--- config.mk ---
export PLATFORM = sky130hd
export DESIGN_NAME = rx_serial_descram_front
export DESIGN_NICKNAME = d
export VERILOG_FILES = /design/src/rtl/rxfe_pkg.sv /design/src/rtl/rxfe_qualify.sv /design/src/rtl/rxfe_descram.sv /design/src/rtl/rxfe_packer.sv /design/src/rtl/rx_serial_descram_front.sv
export SDC_FILE = /design/constraint.sdc
export NUM_CORES = 1
export LEC_CHECK = 0
export ABC_AREA = 1
export BUFFER_PORTS_ARGS = -buffer_cell sky130_fd_sc_hd__buf_2
export CORE_UTILIZATION = 60
export DETAILED_ROUTE_END_ITERATION = 8
export GPL_TIMING_DRIVEN = 0
export HOLD_SLACK_MARGIN = 0.03
export PLACE_DENSITY = 0.79
export SLEW_MARGIN = 5
export SYNTH_ARGS = -nofsm -noshare
export SYNTH_HDL_FRONTEND = slang
export SYNTH_HIERARCHICAL = 1
export SYNTH_SLANG_ARGS = --single-unit
--- constraint.sdc ---
create_clock -name clk -period 3 [get_ports clk]
set_clock_uncertainty 0.05 [all_clocks]
set_input_delay 0.3 -clock clk [delete_from_list [all_inputs] [get_ports clk]]
set_output_delay 0.3 -clock clk [all_outputs]
set_load 0.05 [all_outputs]
--- src/rtl/rxfe_pkg.sv ---
package rxfe_pkg;
  // x^43 + 1 self-synchronous scrambler length
  localparam int unsigned HIST_LEN_DEF = 43;
  localparam int unsigned BYTE_W_DEF   = 8;

  typedef struct packed {
    logic en_low;
    logic descram_off;
    logic lsb_first;
  } rxfe_cfg_t;
endpackage

--- src/rtl/rxfe_qualify.sv ---
module rxfe_qualify (
  input  logic clk,
  input  logic rst,
  input  logic en_low,
  input  logic ser_data,
  input  logic ser_en,
  output logic q_bit,
  output logic q_vld
);
  logic take;

  assign take = en_low ? ~ser_en : ser_en;

  always_ff @(posedge clk) begin
    if (rst) begin
      q_bit <= 1'b0;
      q_vld <= 1'b0;
    end else begin
      q_vld <= take;
      if (take) q_bit <= ser_data;
    end
  end
endmodule

--- src/rtl/rxfe_descram.sv ---
module rxfe_descram #(
  parameter int unsigned HIST_LEN = rxfe_pkg::HIST_LEN_DEF
) (
  input  logic clk,
  input  logic rst,
  input  logic bypass,
  input  logic in_bit,
  input  logic in_vld,
  output logic out_bit,
  output logic out_vld
);
  logic [HIST_LEN-1:0] hist;
  logic                tap;
  logic                clear_bit;

  assign tap       = hist[HIST_LEN-1];
  assign clear_bit = bypass ? in_bit : (in_bit ^ tap);

  // history holds received (scrambled) bits, advanced on qualified bits only
  always_ff @(posedge clk) begin
    if (rst) begin
      hist <= '0;
    end else if (in_vld) begin
      hist <= {hist[HIST_LEN-2:0], in_bit};
    end
  end

  always_ff @(posedge clk) begin
    if (rst) begin
      out_bit <= 1'b0;
      out_vld <= 1'b0;
    end else begin
      out_vld <= in_vld;
      if (in_vld) out_bit <= clear_bit;
    end
  end


  idle_hist_hold_chk: assert property (@(posedge clk) disable iff (rst)
    !in_vld |=> $stable(hist));
endmodule

--- src/rtl/rxfe_packer.sv ---
module rxfe_packer #(
  parameter int unsigned BYTE_W = rxfe_pkg::BYTE_W_DEF
) (
  input  logic              clk,
  input  logic              rst,
  input  logic              lsb_first,
  input  logic              in_bit,
  input  logic              in_vld,
  output logic [BYTE_W-1:0] byte_out,
  output logic              byte_vld
);
  localparam int unsigned CNT_W = (BYTE_W > 2) ? $clog2(BYTE_W) : 1;
  localparam logic [CNT_W-1:0] LAST = CNT_W'(BYTE_W - 1);

  logic [CNT_W-1:0]  cnt;
  logic [BYTE_W-1:0] shreg;
  logic [BYTE_W-1:0] next_sh;
  logic              at_last;

  assign at_last = (cnt == LAST);

  generate
    if (BYTE_W > 1) begin : g_wide
      always_comb begin
        if (lsb_first) next_sh = {in_bit, shreg[BYTE_W-1:1]};
        else           next_sh = {shreg[BYTE_W-2:0], in_bit};
      end
    end else begin : g_single
      always_comb next_sh = in_bit;
    end
  endgenerate

  always_ff @(posedge clk) begin
    if (rst) begin
      cnt   <= '0;
      shreg <= '0;
    end else if (in_vld) begin
      shreg <= next_sh;
      cnt   <= at_last ? '0 : cnt + 1'b1;
    end
  end

  always_ff @(posedge clk) begin
    if (rst) begin
      byte_out <= '0;
      byte_vld <= 1'b0;
    end else begin
      byte_vld <= in_vld && at_last;
      if (in_vld && at_last) byte_out <= next_sh;
    end
  end


  strobe_src_chk: assert property (@(posedge clk) disable iff (rst)
    byte_vld |-> $past(in_vld));

  strobe_single_chk: assert property (@(posedge clk) disable iff (rst)
    (BYTE_W > 1 && byte_vld) |=> !byte_vld);

  idle_cnt_hold_chk: assert property (@(posedge clk) disable iff (rst)
    !in_vld |=> $stable(cnt));

  cnt_range_chk: assert property (@(posedge clk) disable iff (rst)
    cnt <= LAST);
endmodule

--- src/rtl/rx_serial_descram_front.sv ---
module rx_serial_descram_front #(
  parameter int unsigned HIST_LEN = rxfe_pkg::HIST_LEN_DEF,
  parameter int unsigned BYTE_W   = rxfe_pkg::BYTE_W_DEF
) (
  input  logic              clk,
  input  logic              rst,
  input  logic              cfg_en_low,
  input  logic              cfg_descram_off,
  input  logic              cfg_lsb_first,
  input  logic              ser_data,
  input  logic              ser_en,
  output logic              bit_out,
  output logic              bit_out_vld,
  output logic [BYTE_W-1:0] byte_out,
  output logic              byte_vld
);
  rxfe_pkg::rxfe_cfg_t cfg;
  logic q_bit, q_vld;

  assign cfg.en_low      = cfg_en_low;
  assign cfg.descram_off = cfg_descram_off;
  assign cfg.lsb_first   = cfg_lsb_first;

  rxfe_qualify u_qual (
    .clk      (clk),
    .rst      (rst),
    .en_low   (cfg.en_low),
    .ser_data (ser_data),
    .ser_en   (ser_en),
    .q_bit    (q_bit),
    .q_vld    (q_vld)
  );

  rxfe_descram #(.HIST_LEN(HIST_LEN)) u_descram (
    .clk     (clk),
    .rst     (rst),
    .bypass  (cfg.descram_off),
    .in_bit  (q_bit),
    .in_vld  (q_vld),
    .out_bit (bit_out),
    .out_vld (bit_out_vld)
  );

  rxfe_packer #(.BYTE_W(BYTE_W)) u_pack (
    .clk       (clk),
    .rst       (rst),
    .lsb_first (cfg.lsb_first),
    .in_bit    (bit_out),
    .in_vld    (bit_out_vld),
    .byte_out  (byte_out),
    .byte_vld  (byte_vld)
  );


  vld_latency_chk: assert property (@(posedge clk) disable iff (rst)
    (!$past(rst) && !$past(rst, 2)) |->
      (bit_out_vld == ($past(ser_en, 2) ^ $past(cfg_en_low, 2))));

  bypass_pass_chk: assert property (@(posedge clk) disable iff (rst)
    ($past(cfg_descram_off) && bit_out_vld && !$past(rst, 2)) |->
      (bit_out == $past(ser_data, 2)));
endmodule

==> flow_summary_export.csv <==
group,metric,value,unit
sta,timing.fmax,699,MHz
setup_path,endpoint_kind,"output pin",
power_and_ir_drop,switching_power,456,µW
layout,fin_nets,378,
cts,cts_max_level,3,
route,routed_wl,4.56,mm
sta,max_slew_margin,0.829,
layout,final_common_cell,"nor2_1",
synthesis,avgSynthCellArea,7.69,µm²
synthesis,ys_ff_latch,67,
sta,tns,0,ns
setup_path,critPathMaxStageDelay,0.43,ns
synthesis,synthCells,342,
cts,post_cts_buffers,0,
setup_path,crit_path_start_kind,"flop",
layout,final_cell_mix,"102 x nor2_1, 67 x dfxtp_1, 58 x nand2_1, 39 x o21ai_0",
cts,cts_hold_buf,0,
cts,cts_buffers,9,
setup_path,critPathTopFamily,"flip-flops",
power_and_ir_drop,irDropWorstVdd,0.000409,V
sta,worst_pin_slew,0.259,ns
placement,dp_cells,408,
status,status,"finished clean",
layout,design_area,2980,µm²
layout,antennaDiodeCount,0,
power_and_ir_drop,netSwitchingFraction,0.237,
setup_path,critPathBufInv,1,
synthesis,yosys_warnings,6,
cts,root_buffer,"clkbuf_8",
sta,period_share,0.477,
route,drt_iter0_drc,81,
floorplan,core.rowCount,23,
global_route,grt_start_max_net_pins,11,
setup_path,crit_fanout,4,
sta,hold_viol_final,0,
layout,drive_above_1_share,0.160,
setup_path,path_cells,"buf_2",
synthesis,yosysUniqueCellTypes,21,
placement,gp_congestion,0.846,
cts,post_cts_resized,0,
route,antenna_left,0,
synthesis,synthesis.nets,351,
setup_path,worstSetupPathType,"reg -> out",
global_route,grt_pass1_wl,8.07,mm
route,via_per_inst,4.96,
placement,hpwl,2.98,mm
power_and_ir_drop,p_int,1470,µW
cts,numClockSinks,67,
floorplan,core_area,4120,µm²
route,drc,0,
power_and_ir_drop,p_seq_frac,0.507,
sta,setup_viol,0,
synthesis,synth_top_area_frac,0.510,
synthesis,ys_top_cells_by_area,"dfxtp_1 51%, nor2_1 15%, nand2_1 8.3%",
power_and_ir_drop,power.static_leakage,0.00152,µW
route,wire_per_inst,10.8,µm
cts,tritoncts,"done",
floorplan,die_h,68.2,µm
sta,drv_slew,0,
sta,finalCriticalPeriod,1.43,ns
synthesis,yosysTopAreaCell,"dfxtp_1",
setup_path,required,2.65,ns
power_and_ir_drop,p_per_area,647,nW/µm²
global_route,grt_pass1_vias,1902,
worst_hold_path,hold_class,"in -> reg",
global_route,grtUsageTotal,0.237,
placement,portBuffers,16,
setup_path,critPathSlowestCell,"dfxtp_1",
placement,postPlaceCellArea,2770,µm²
setup_path,cp.arrival,1.08,ns
sta,rsz0062_at_grt,"false",
floorplan,die-area,4650,µm²
layout,area_growth,13.3,%
synthesis,ys_seq_area_frac,0.510,
cts,clk_pin_slew,0.07,ns
cts,cts_buffer_depth,2,
power_and_ir_drop,clockPowerShare,0.401,
floorplan,initial_core_util,0.639,
power_and_ir_drop,power.share.combinational,0.092,
global_route,grt_overflow,0,
cts,clock_latency,0.34,ns
route,drt-pass1-iter-count,4,
synthesis,netlist_area,2630,µm²
layout,final_cells,424,
floorplan,io_pins,18,
floorplan,die_w,68.2,µm
global_route,antenna_found_initial,0,
route,vias,2103,
flow_run,drv_cap,0,
==> kinds of logic (layout without fill, tap and decap cells) <==
| logic type | after synthesis | in the layout | synth area share |
|---|---|---|---|
| flops | 67 | 67 | 0.510 |
| compound gates | 48 | 48 | 0.0914 |
| buf+inv | 37 | 69 | 0.0942 |
| simple gates | 187 | 187 | 0.291 |
| xor+xnor | 1 | 1 | 0.00333 |
| fa+ha+maj | 2 | 2 | 0.00952 |
==> path summary, 6_finish.rpt <==
kind / startpoint / to / slack, ns / cells after the start
setup / recovery: u_descram/out_vld / bit_out_vld / 1.57 / 1
hold / removal: ser_data / u_qual/q_bit / 0.13 / 3
setup reg to reg: u_pack/cnt[0] / u_pack/byte_out[0] / 1.76 / 6
hold reg to reg: u_pack/byte_out[5] / u_pack/byte_out[5] / 0.42 / 2
==> sequential cells by signal, summed over array words and instances, names as in the netlist <==
register	cells
u_descram/out_bit	1
u_descram/out_vld	1
u_pack/cnt	3
u_qual/q_bit	1
u_pack/shreg	8
u_descram/hist	43
u_pack/byte_out	8
u_qual/q_vld	1
u_pack/byte_vld	1
==> synth_stat cells (all sizes together) <==
library cell and instances:
a21oi 2, buf 14, clkbuf 4, dfxtp 67, ha 2, inv 19
nand2 59, nand3 18, nor2 110, o21ai 46, xnor2 1
==> per-layer routing <==
metal | share of wire | vias to the layer above | track usage
met5 | 0 | - | 0
li1 | - | 1127 | -
met4 | 0.018 | 0 | 0.117
met1 | 0.51 | 926 | 0.300
met2 | 0.43 | 41 | 0.360
met3 | 0.043 | 9 | 0.0750
==> area by class of cell <==
class,instances,area [µm²]
sequential,67,1340
fill,340,1140
multi-input combinational,238,1040
clock buffer,15,176
buffer,18,169
timing repair buffer,16,80.1
inverter,19,78.8
tap,50,62.6
clock inverter,1,30.0
==> metrics by stage <==
step | setup WS, ns | utilization | total power (µW) | hold WS [ns]
after floorplan | 1.73 | - | 1130 | 0.322
after global placement | 1.76 | 0.673 | 1170 | 0.405
after detailed placement | 1.77 | 0.673 | 1170 | 0.408
after CTS | 1.55 | 0.724 | 1940 | 0.133
after global routing | 1.52 | 0.724 | 2010 | 0.149
final | 1.57 | 0.724 | 1930 | 0.134
==> power groups by stage <==
stage               sequential, µW  combinational (µW)  clock (µW)
floorplan                      994                 139           0
global placement               993                 173           0
detailed placement             996                 177           0
CTS                            976                 179         787
global route                   983                 205         825
finish                         976                 178         773
Note: power is estimated with default switching activity, not from simulation.
